### src/rtl/dwt_pkg.sv
package dwt_pkg;
  typedef enum logic [1:0] {
    SEL_CSR  = 2'd0,
    SEL_CNT  = 2'd1,
    SEL_RCSR = 2'd2,
    SEL_NONE = 2'd3
  } reg_sel_e;

  localparam int CSR_FLAG_BIT   = 7;
  localparam int CSR_MODE_BIT   = 6;
  localparam int CSR_EN_BIT     = 5;
  localparam int RCSR_FLAG_BIT  = 7;
  localparam int RCSR_RSTEN_BIT = 6;
endpackage

### src/rtl/dwt_counter.sv
module dwt_counter #(
  parameter int W = 8
) (
  input  logic         clk,
  input  logic         rst,
  input  logic         run,
  input  logic         load,
  input  logic [W-1:0] load_val,
  output logic [W-1:0] cnt,
  output logic         wrap
);
  localparam logic [W-1:0] TOP = {W{1'b1}};

  // A load takes priority over counting, so it cancels a wrap in the same cycle.
  assign wrap = run && !load && (cnt == TOP);

  always_ff @(posedge clk) begin
    if (rst)       cnt <= '0;
    else if (load) cnt <= load_val;
    else if (run)  cnt <= cnt + 1'b1;
  end

  assert_load_R2: assert property (@(posedge clk) disable iff (rst)
    load |=> cnt == $past(load_val));
  assert_hold_R2: assert property (@(posedge clk) disable iff (rst)
    (!run && !load) |=> $stable(cnt));
endmodule

### src/rtl/dwt_pulse.sv
module dwt_pulse #(
  parameter int LEN_W = 10
) (
  input  logic             clk,
  input  logic             rst,
  input  logic             start,
  input  logic [LEN_W-1:0] len,
  output logic             out
);
  logic [LEN_W-1:0] rem;

  always_ff @(posedge clk) begin
    if (rst) begin
      rem <= '0;
      out <= 1'b0;
    end else if (start) begin
      rem <= len - 1'b1;
      out <= 1'b1;
    end else if (rem != '0) begin
      rem <= rem - 1'b1;
    end else begin
      out <= 1'b0;
    end
  end

  assert_start_R6: assert property (@(posedge clk) disable iff (rst)
    start |=> out);
  assert_end_R6: assert property (@(posedge clk) disable iff (rst)
    (out && !start && rem == '0) |=> !out);
endmodule

### src/rtl/dual_watchdog_timer.sv
module dual_watchdog_timer #(
  parameter int CNT_W       = 8,
  parameter int RST_LEN     = 518,
  parameter int OVF_LEN_RE  = 132,
  parameter int OVF_LEN_NRE = 130
) (
  input  logic             clk,
  input  logic             rst,
  input  logic             tick,
  input  logic             wr_en,
  input  logic [1:0]       wr_sel,
  input  logic [CNT_W-1:0] wr_data,
  input  logic [1:0]       rd_sel,
  output logic [CNT_W-1:0] rd_data,
  output logic             irq,
  output logic             ovf_out,
  output logic             int_rst
);
  import dwt_pkg::*;

  localparam int OVF_MAX = (OVF_LEN_RE > OVF_LEN_NRE) ? OVF_LEN_RE : OVF_LEN_NRE;
  localparam int MAX_LEN = (RST_LEN > OVF_MAX) ? RST_LEN : OVF_MAX;
  localparam int LEN_W   = $clog2(MAX_LEN + 1);

  logic iv_flag_q, mode_q, en_q, wd_flag_q, rst_en_q;
  logic [CNT_W-1:0] cnt;
  logic wrap, iv_set, wd_set, cnt_load;
  logic wr_csr, wr_rcsr;
  logic [LEN_W-1:0] ovf_len;

  assign wr_csr   = wr_en && (wr_sel == SEL_CSR);
  assign wr_rcsr  = wr_en && (wr_sel == SEL_RCSR);
  assign cnt_load = wr_en && (wr_sel == SEL_CNT);

  dwt_counter #(.W(CNT_W)) u_cnt (
    .clk(clk), .rst(rst), .run(en_q && tick), .load(cnt_load),
    .load_val(wr_data), .cnt(cnt), .wrap(wrap)
  );

  assign iv_set = wrap && !mode_q;
  assign wd_set = wrap && mode_q;

  // Control/status: the wrap beats a software clear of the flag.
  always_ff @(posedge clk) begin
    if (rst) begin
      iv_flag_q <= 1'b0;
      mode_q    <= 1'b0;
      en_q      <= 1'b0;
    end else begin
      if (iv_set)                                iv_flag_q <= 1'b1;
      else if (wr_csr && !wr_data[CSR_FLAG_BIT]) iv_flag_q <= 1'b0;
      if (wr_csr) begin
        mode_q <= wr_data[CSR_MODE_BIT];
        en_q   <= wr_data[CSR_EN_BIT];
      end
    end
  end

  // Reset control/status.
  always_ff @(posedge clk) begin
    if (rst) begin
      wd_flag_q <= 1'b0;
      rst_en_q  <= 1'b0;
    end else begin
      if (wd_set)                                  wd_flag_q <= 1'b1;
      else if (wr_rcsr && !wr_data[RCSR_FLAG_BIT]) wd_flag_q <= 1'b0;
      if (wr_rcsr) rst_en_q <= wr_data[RCSR_RSTEN_BIT];
    end
  end

  assign irq     = iv_flag_q;
  assign ovf_len = rst_en_q ? LEN_W'(OVF_LEN_RE) : LEN_W'(OVF_LEN_NRE);

  dwt_pulse #(.LEN_W(LEN_W)) u_ovf_pulse (
    .clk(clk), .rst(rst), .start(wd_set), .len(ovf_len), .out(ovf_out)
  );

  dwt_pulse #(.LEN_W(LEN_W)) u_rst_pulse (
    .clk(clk), .rst(rst), .start(wd_set && rst_en_q),
    .len(LEN_W'(RST_LEN)), .out(int_rst)
  );

  always_ff @(posedge clk) begin
    if (rst) rd_data <= '0;
    else begin
      rd_data <= '0;
      case (rd_sel)
        SEL_CSR: begin
          rd_data[CSR_FLAG_BIT] <= iv_flag_q;
          rd_data[CSR_MODE_BIT] <= mode_q;
          rd_data[CSR_EN_BIT]   <= en_q;
        end
        SEL_CNT: rd_data <= cnt;
        SEL_RCSR: begin
          rd_data[RCSR_FLAG_BIT]  <= wd_flag_q;
          rd_data[RCSR_RSTEN_BIT] <= rst_en_q;
        end
        default: rd_data <= '0;
      endcase
    end
  end

  assert_ivirq_R3: assert property (@(posedge clk) disable iff (rst)
    iv_set |=> irq);
  assert_clear_R4: assert property (@(posedge clk) disable iff (rst)
    (!iv_set && wr_csr && !wr_data[CSR_FLAG_BIT]) |=> !irq);
  assert_wdflag_R5: assert property (@(posedge clk) disable iff (rst)
    wd_set |=> wd_flag_q);
  assert_wdnoirq_R5: assert property (@(posedge clk) disable iff (rst)
    (wd_set && !irq) |=> !irq);
  assert_rstgate_R7: assert property (@(posedge clk) disable iff (rst)
    $rose(int_rst) |-> $past(rst_en_q));
  assert_suppress_R8: assert property (@(posedge clk) disable iff (rst)
    $rose(ovf_out) |-> !$past(cnt_load));
  assert_abort_R10: assert property (@(posedge clk)
    rst |=> (!ovf_out && !int_rst && !irq));
endmodule

### config.mk
export PLATFORM = sky130hd
export DESIGN_NAME = dual_watchdog_timer
export DESIGN_NICKNAME = d
export VERILOG_FILES = /design/src/rtl/dwt_pkg.sv /design/src/rtl/dwt_counter.sv /design/src/rtl/dwt_pulse.sv /design/src/rtl/dual_watchdog_timer.sv
export SDC_FILE = /design/constraint.sdc
export NUM_CORES = 1
export LEC_CHECK = 0
export CORE_MARGIN = 2
export CORE_UTILIZATION = 54
export CTS_CLUSTER_SIZE = 12
export DETAILED_ROUTE_END_ITERATION = 10
export PLACE_DENSITY = 0.83
export SLEW_MARGIN = 20
export SYNTH_ARGS = -nofsm -noshare
export SYNTH_HDL_FRONTEND = slang
export SYNTH_SLANG_ARGS = --single-unit
### constraint.sdc
create_clock -name clk -period 2.42 [get_ports clk]
set_clock_uncertainty 0.1 [all_clocks]
set_input_delay 0.605 -clock clk [delete_from_list [all_inputs] [get_ports clk]]
set_output_delay 0.605 -clock clk [all_outputs]
set_load 0.05 [all_outputs]
======== After elaboration in Yosys (flattened, before gate mapping) ========
Cells that the tools add are included.
operators by class
  bitwise logic cells ..................... 1
  shifts and indexed selects .............. 0
  multipliers ............................. 0
  eq/ne operators ......................... 7
  div/mod/pow operators ................... 0
  order comparisons ....................... 0
  multiplexer cells ....................... 17
  reduce and logical (&&, ||, !) cells .... 25
  add/sub/neg operators ................... 4
operator list
  cell                                                                     number
  10-bit 2-to-1 mux                                                        4
  10-bit nonzero test                                                      2
  10-bit by 1-bit subtractor with 10-bit output, second input constant     2
  8-bit 2-to-1 mux                                                         2
  1-bit logical AND                                                        11
  2-bit nonzero test                                                       5
  8-bit by 1-bit subtractor with 9-bit output, second input constant       1
  8-bit by 1-bit adder with 8-bit output, second input constant            1
  8-bit equality test, second input constant                               1
  1-bit 2-to-1 mux                                                         8
  2-bit case mux with 3 select lines                                       1
  2-bit by 1-bit equality test with 1-bit output, second input constant    2
  2-bit equality test, second input constant                               2
  2-bit zero test                                                          2
  2-bit OR reduction                                                       2
  1-bit zero test                                                          3
  3-bit 2-to-1 mux                                                         1
  2-bit by 1-bit inequality test with 1-bit output, second input constant  1
  2-bit inequality test, second input constant                             1
  1-bit case mux with 2 select lines                                       1
  1-bit NOT                                                                1
storage, ports and cells
  register bits after elaboration ......... 43
  latch bits .............................. 0
  input port bits ......................... 16
  memories ................................ 0
  logic and storage cells ................. 67
  memory bits (read-only) ................. 0
  bits in writable memories ............... 0
  output and inout port bits .............. 11

======== Logic depth before layout (Yosys ltp) ========
Gate-level depths: netlist of the first run.
  depth after elaboration ................. 8
  depth in mapped cells ................... 6
  gate-level depth less buffers ........... 6

======== Modules after synthesis ========
Synthesis of the first run repeated with hierarchy kept, for this count alone.
unflattened totals
  cell total of the unflattened synthesis .. 250
  area total of the unflattened synthesis .. 2297.2 sq um
modules (own cells, without submodules)
  module               cells each  times used  area an instance (sq um)  seq. area each (sq um)
  dwt_pulse            71          2           659.4                     220.2
  dual_watchdog_timer  53          1           521.8                     260.2
  dwt_counter          55          1           456.7                     160.2

======== Worst setup path after synthesis of the first run ========
Ideal clock, no wire load.
  path type ............................... register to register
  start point ............................. register u_rst_pulse.rem[0]
  end point ............................... register u_rst_pulse.rem[8]
  buffers on the path ..................... 0
  data required time ...................... 2.254 ns
  library setup time ...................... 0.066 ns
  setup slack ............................. 0.457 ns
  arrival time ............................ 1.797 ns
  cell stages (with the launch flop) ...... 7
  period minus slack after synthesis ...... 1.963 ns
  cell sequence ........................... dfxtp_1 -> inv_1 -> ha_1 -> or3b_4 -> or4_1 -> or3b_1 -> a21oi_2
on the way
  word-level cells in the longest chain between the ends .. 1
  elaborated cells between the ends (all ways) .. 2
  classes of those cells .................. add/sub: 1; reduce/logical: 1
RTL lines
  element                                                                               RTL line                          RTL
  start: declaration                                                                    dwt_pulse.sv:10                   logic [LEN_W-1:0] rem;
  start signal: assignment                                                              dwt_pulse.sv:17                   rem <= len - 1'b1;
  start signal: assignment                                                              dwt_pulse.sv:20                   rem <= rem - 1'b1;
  10-bit by 1-bit subtractor with 10-bit output or 10-bit nonzero test (tied branches)  dwt_pulse.sv:20, dwt_pulse.sv:19
Parallel ways exist; a longest one is shown, timed or not.
A chain may end at the register's enable or synchronous reset.

======== Worst setup path after layout of the first run ========
  start point ............................. input port tick
  end point ............................... register u_ovf_pulse.rem[1]
on the way
  word-level cells in the longest chain between the ends .. 5
  elaborated cells between the ends (all ways) .. 6
  classes of those cells .................. mux: 1; reduce/logical: 5
RTL lines
  element                                                  RTL line                   RTL
  start: declaration                                       dual_watchdog_timer.sv:9   input logic tick,
  1-bit logical AND (*)                                    dual_watchdog_timer.sv:36  .clk(clk), .rst(rst), .run(en_q && tick), .load(cnt_load),
  1-bit logical AND (*) (2 in series)                      dwt_counter.sv:15          assign wrap = run && !load && (cnt == TOP);
  1-bit logical AND (*)                                    dual_watchdog_timer.sv:41  assign wd_set = wrap && mode_q;
  10-bit 2-to-1 mux or 2-bit nonzero test (tied branches)  -
  end signal: assignment                                   dwt_pulse.sv:17
  end signal: assignment                                   dwt_pulse.sv:20
  end: declaration                                         dwt_pulse.sv:10
Mark *: on every way between the ends. The rest lies on a longest branch, timed or not.

==> results of run 1 <==
## critical path: stages
cell	delay (ns)
clkdlybuf4s50_1	0.54
nand3_2	0.10
or4_1	0.64
or2_4	0.31
a21oi_1	0.14
## logic make-up after synthesis
logic type      synth area share
mux                       0.0450
flops                      0.430
fa+ha+maj                 0.0250
compound gates             0.156
xor+xnor                  0.0394
simple gates               0.275
buf+inv                   0.0294
## cells in the final DEF (no fill, tap or decap), drive strengths merged, types with 2 or more instances in the layout
cell type | netlist | routed
dfxtp | 43 | 43
clkdlybuf4s50 | 0 | 26
nor2 | 25 | 25
a21oi | 22 | 22
buf | 3 | 10
or4 | 10 | 10
o21ai | 9 | 9
mux2i | 9 | 9
inv | 8 | 8
nand2 | 8 | 8
nand3 | 8 | 8
xor2 | 6 | 6
a211oi | 6 | 6
clkbuf | 4 | 6
and2 | 5 | 5
or3 | 5 | 5
o31ai | 5 | 5
a311oi | 5 | 5
nand4 | 4 | 4
nor3 | 4 | 4
ha | 4 | 4
nand3b | 3 | 3
nor2b | 3 | 3
nor3b | 3 | 3
and4 | 3 | 3
xnor2 | 3 | 3
or2 | 3 | 3
nor4 | 2 | 2
nand2b | 2 | 2
a31oi | 2 | 2
or4b | 2 | 2
or3b | 2 | 2
## metal layers
metal  global-route usage  routed length (um)  vias up
met4               0.0771                  82        0
met3               0.0590                 154       10
li1                     -                   -      890
met5                    0                   0        -
met1                0.248                1840      821
met2                0.402                2200       40
## cell type report
type | instances | area [um2]
Tap cell | 48 | 60.1
Sequential cell | 43 | 861
Clock buffer | 6 | 72.6
Inverter | 8 | 30.0
Fill cell | 296 | 1140
Timing Repair Buffer | 36 | 335
Multi-Input combinational cell | 166 | 1080
Clock inverter | 1 | 30.0
## final timing paths
path / startpoint / end / slack [ns] / cells after the start
setup / recovery: tick / u_ovf_pulse.rem[1]$_SDFFE_PP0P_ / 0.22 / 5
setup reg to reg: u_rst_pulse.rem[0]$_SDFFE_PP0P_ / u_rst_pulse.rem[8]$_SDFFE_PP0P_ / 0.31 / 6
hold reg to reg: u_ovf_pulse.out$_SDFFE_PP0P_ / u_ovf_pulse.out$_SDFFE_PP0P_ / 0.36 / 2
hold / removal: u_ovf_pulse.out$_SDFFE_PP0P_ / u_ovf_pulse.out$_SDFFE_PP0P_ / 0.36 / 2
## state kept, by name, summed over array words and instances (netlist names)
signal,flops
u_rst_pulse.rem,10
u_cnt.cnt,8
en_q,1
irq,1
wd_flag_q,1
rd_data,8
rst_en_q,1
u_rst_pulse.out,1
mode_q,1
u_ovf_pulse.out,1
u_ovf_pulse.rem,10
## metrics by stage
step                      setup WS (ns)  hold WS [ns]  total power [mW]  cells
final                             0.217         0.359              2.38    308
after global routing              0.133         0.392              2.54    308
after detailed placement        -0.0869         0.355              1.82    301
after floorplan                   0.457         0.350              1.62    224
after CTS                         0.207         0.365              2.38    308
after global placement          -0.0592         0.343              1.80    301
## power breakdown
| part | total (mW) | switching [mW] | internal [mW] |
|---|---|---|---|
| clock network | 0.538 | 0.235 | 0.303 |
| registers | 0.943 | 0.121 | 0.822 |
| logic | 0.899 | 0.463 | 0.436 |
==> flow_summary.ini, run 1 <==
[timing]
drv_slew = 0
setup_viol = 0
fin_crit_ns = 2.20
period_share = 0.910
tns_ns = 0
worst_pin_slew_ns = 0.677
grt_setup_unrepaired = no
max_freq_ghz = 0.454
timing.slew.headroom = 0.544
hold_viol = 0

[clocking]
cts_tree = built
cts_max_level = 2
cts_buffers = 5
root_buffer = clkbuf_8
cts.sinks = 43
path_clk_slew_ns = 0.08
clock_tree.buffer_depth = 2
cts_setup_buffers = 0
cts_resized = 0
clk_latency_ns = 0.30
ctsHoldBuffers = 0

[routing]
drtAntennaViolNets = 0
via_per_inst = 5.72
drc = 0
via_count = 1761
firstDrtPassIters = 4
drt-initial-drc-count = 114
postRouteWirelength_mm = 4.27
routedWlPerCell_um = 13.9

[cells_and_area]
syn_to_final_growth_pct = 23.5
postLayoutCellArea_um2 = 2470
final_nets = 280
post-route-util = 0.685
insertedDiodeCount = 0
drive_above_1_share = 0.100

[placement]
dp_hpwl_mm = 2.96
port_buffers = 26
placed_area_um2 = 2370
gp_congestion = 0.845

[grt]
grt-ovfl-total = 0
grt_pass1_wl_mm = 7.25
antenna_found_initial = 0
grt_max_degree = 22
grt_util_all_layers = 0.222
grt_pass1_vias = 1662

[critical_path]
crit_fanout = 5
criticalPathCategory = input port to register
crit_arrival_ns = 2.33
end_kind = register
critPathLaunchType = input port
required_ns = 2.55

[floorplan]
fp.dieArea_um2 = 4210
core_area_um2 = 3610
initial_utilization = 0.555
dieWidth_um = 64.9
fp.dieH_um = 64.9
rows = 22
top_level_ports = 27

[yosys]
synth-main-ff-cell = dfxtp_1
ys_async_sr_fraction = 0
ys_types = 41
synth_nets = 244
synth_top_area_cell = dfxtp_1
synth_edf_count = 0
synth_cells = 224
synth-seq-area-share = 0.430
synth_seq_cells = 43
yosysMostFrequentCell = dfxtp_1
avgSynthCellArea_um2 = 8.93
synth_area_um2 = 2000
ys_top_cells_by_area = dfxtp_1 43%, a21oi_1 5.0%, nor2_1 4.7%
synth.top_cells.by_count = 43 x dfxtp_1, 25 x nor2_1, 20 x a21oi_1
ys_warn_count = 0
yosysTopAreaCellShare = 0.430

[power_and_ir_drop]
powerDensity_nw_per_um2 = 963
power_leakage_nw = 0.924
vdd_drop_max_uv = 467

[worst_hold_path]
hold_class = register to register

[run_status]
status = completed

[flow_run]
cap_violations = 0
Power figures use the tool's default switching activity.
==> run 2: changes to the inputs <==
--- a/config.mk
+++ b/config.mk
@@ -10,5 +10,6 @@
 export CTS_CLUSTER_SIZE = 12
 export DETAILED_ROUTE_END_ITERATION = 10
-export PLACE_DENSITY = 0.83
+export MAX_ROUTING_LAYER = met4
+export PLACE_DENSITY = 0.79
 export SLEW_MARGIN = 20
 export SYNTH_ARGS = -nofsm -noshare
--- a/constraint.sdc
+++ b/constraint.sdc
@@ -3,3 +3,3 @@
 set_input_delay 0.605 -clock clk [delete_from_list [all_inputs] [get_ports clk]]
 set_output_delay 0.605 -clock clk [all_outputs]
-set_load 0.05 [all_outputs]
+set_load 0.005 [all_outputs]
==> run 2 against run 1 <==
Against the previous run:
- cell area increased by 2.1%
- critical path depth unchanged
- utilization increased by 1.5 points
- largest power group unchanged
==> flow_summary.ini, run 2 (synthesis results as in run 1) <==
[routing]
via_per_inst = 5.62
firstDrtPassIters = 4
drtAntennaViolNets = 0
drt-initial-drc-count = 145
postRouteWirelength_mm = 4.14
drc = 0
routedWlPerCell_um = 13.2
via_count = 1765

[power_and_ir_drop]
power_frac_clock = 0.238
swShare = 0.340
vdd_drop_max_uv = 452
p_switching_mw = 0.829
power_leakage_nw = 0.958
p_comb_frac = 0.375
p_int_mw = 1.61
total_power_mw = 2.44
p_seq_frac = 0.388
powerDensity_nw_per_um2 = 967

[worst_hold_path]
holdPathEnd = u_ovf_pulse.out$_SDFFE_PP0P_
hp-start = u_ovf_pulse.out$_SDFFE_PP0P_
hold_class = register to register
whs_path_depth = 2

[cells_and_area]
fillers = 305
insertedDiodeCount = 0
final_cell_mix = 43 x dfxtp_1, 26 x clkdlybuf4s50_1, 25 x nor2_1, 20 x a21oi_1, 15 x buf_4
post-route-util = 0.700
drive_above_1_share = 0.124
final_common_cell = dfxtp_1
postLayoutCellArea_um2 = 2520
syn_to_final_growth_pct = 26.1
final_nets = 285
reg_top3 = u_ovf_pulse.rem (10), u_rst_pulse.rem (10)

[floorplan]
top_level_ports = 27
fp.dieH_um = 64.9
dieWidth_um = 64.9
rows = 22
initial_utilization = 0.555
fp.dieArea_um2 = 4210
core_area_um2 = 3610

[clocking]
cts_buffers = 5
cts_max_level = 2
cts_resized = 0
cts_setup_buffers = 0
ctsHoldBuffers = 0
clk_latency_ns = 0.30
root_buffer = clkbuf_8
cts.sinks = 43
clock_tree.buffer_depth = 2
cts_tree = built
path_clk_slew_ns = 0.08

[timing]
period_share = 0.893
worst_pin_slew_ns = 0.361
hold_viol = 0
tns_ns = 0
fin_crit_ns = 2.16
setup_viol = 0
grt_setup_unrepaired = no
max_freq_ghz = 0.463
drv_slew = 0
timing.slew.headroom = 0.756

[grt]
grt_pass1_wl_mm = 7.37
grt_pass1_vias = 1701
grt_max_degree = 18
grt-ovfl-total = 0
antenna_found_initial = 0
grt_util_all_layers = 0.232

[critical_path]
required_ns = 2.55
criticalPathCategory = input port to register
r2r_slack_ns = 0.31
crit_fanout = 5
critPathLaunchType = input port
end_kind = register
r2r-end = u_rst_pulse.rem[8]$_SDFFE_PP0P_
reg2reg_depth = 6
crit_arrival_ns = 2.29
crit-reg2reg-launch = u_rst_pulse.rem[1]$_SDFFE_PP0P_

[placement]
dp_hpwl_mm = 2.95
port_buffers = 26
placed_area_um2 = 2400
gp_congestion = 0.861

[flow_run]
cap_violations = 0

[run_status]
status = completed
run 2: cell types whose count changed in the layout (fill, tap and decap cells not counted), sizes merged:
cell / delta
buf: +5
clkinv: +1
run 2: worst max path at each step:
stage / start / endpoint / slack (ns) / depth (start not counted)
2_1_floorplan: u_rst_pulse.rem[0]$_SDFFE_PP0P_ / u_rst_pulse.rem[8]$_SDFFE_PP0P_ / 0.46 / 6
6_report: wr_sel[1] / u_rst_pulse.rem[9]$_SDFFE_PP0P_ / 0.26 / 5
3_5_place_dp: wr_sel[1] / u_rst_pulse.rem[9]$_SDFFE_PP0P_ / -0.05 / 5
3_3_place_gp: wr_sel[1] / u_rst_pulse.rem[1]$_SDFFE_PP0P_ / -0.02 / 6
4_1_cts: wr_sel[1] / u_rst_pulse.rem[9]$_SDFFE_PP0P_ / 0.25 / 5
5_1_grt: wr_sel[1] / u_rst_pulse.rem[2]$_SDFFE_PP0P_ / 0.17 / 5
run 2: per-layer routing:
layer	part of all wire	track usage	routed length (um)	vias up
li1	-	-	-	898
met1	0.45	0.264	1850	805
met2	0.48	0.378	2000	50
met3	0.042	0.0608	174	12
met4	0.025	0.114	102	0
met5	0	-	0	-
run 2: worst max-delay path: stages:
cell and delay, ns:
clkdlybuf4s50_1 0.47, and3b_1 0.18, or4_1 0.60, or2_4 0.30, a21oi_1 0.13
run 2: cell type report:
| cell class | instances | area [um2] | area share |
|---|---|---|---|
| clock buffers | 6 | 82.6 | 0.0327 |
| clock inverters | 2 | 35.0 | 0.0139 |
| inverters | 8 | 30.0 | 0.0119 |
| multi-input cells | 166 | 1080 | 0.429 |
| flip-flops and latches | 43 | 861 | 0.341 |
| well taps | 48 | 60.1 | 0.0238 |
| repair buffers | 41 | 373 | 0.148 |
run 2: per-stage QoR:
step	worst slack, ns	hold slack [ns]	instances
after detailed placement	-0.0478	0.354	306
after floorplan	0.457	0.350	224
after global routing	0.174	0.391	314
after global placement	-0.0246	0.350	306
after CTS	0.253	0.366	314
final	0.258	0.364	314
run 2: power groups by stage:
stage	clock network (mW)	logic (mW)	registers (mW)
2_1_floorplan	0	0.693	0.923
3_3_place_gp	0	0.872	0.948
3_5_place_dp	0	0.893	0.952
4_1_cts	0.588	0.908	0.942
5_1_grt	0.624	1.04	0.964
6_report	0.579	0.913	0.946
==> run 3: changes to the inputs <==
- ABC_CLOCK_PERIOD_IN_PS: unset -> 2420
==> results of run 3 <==
No change in the layout: final DEF, timing and power equal those of run 2.
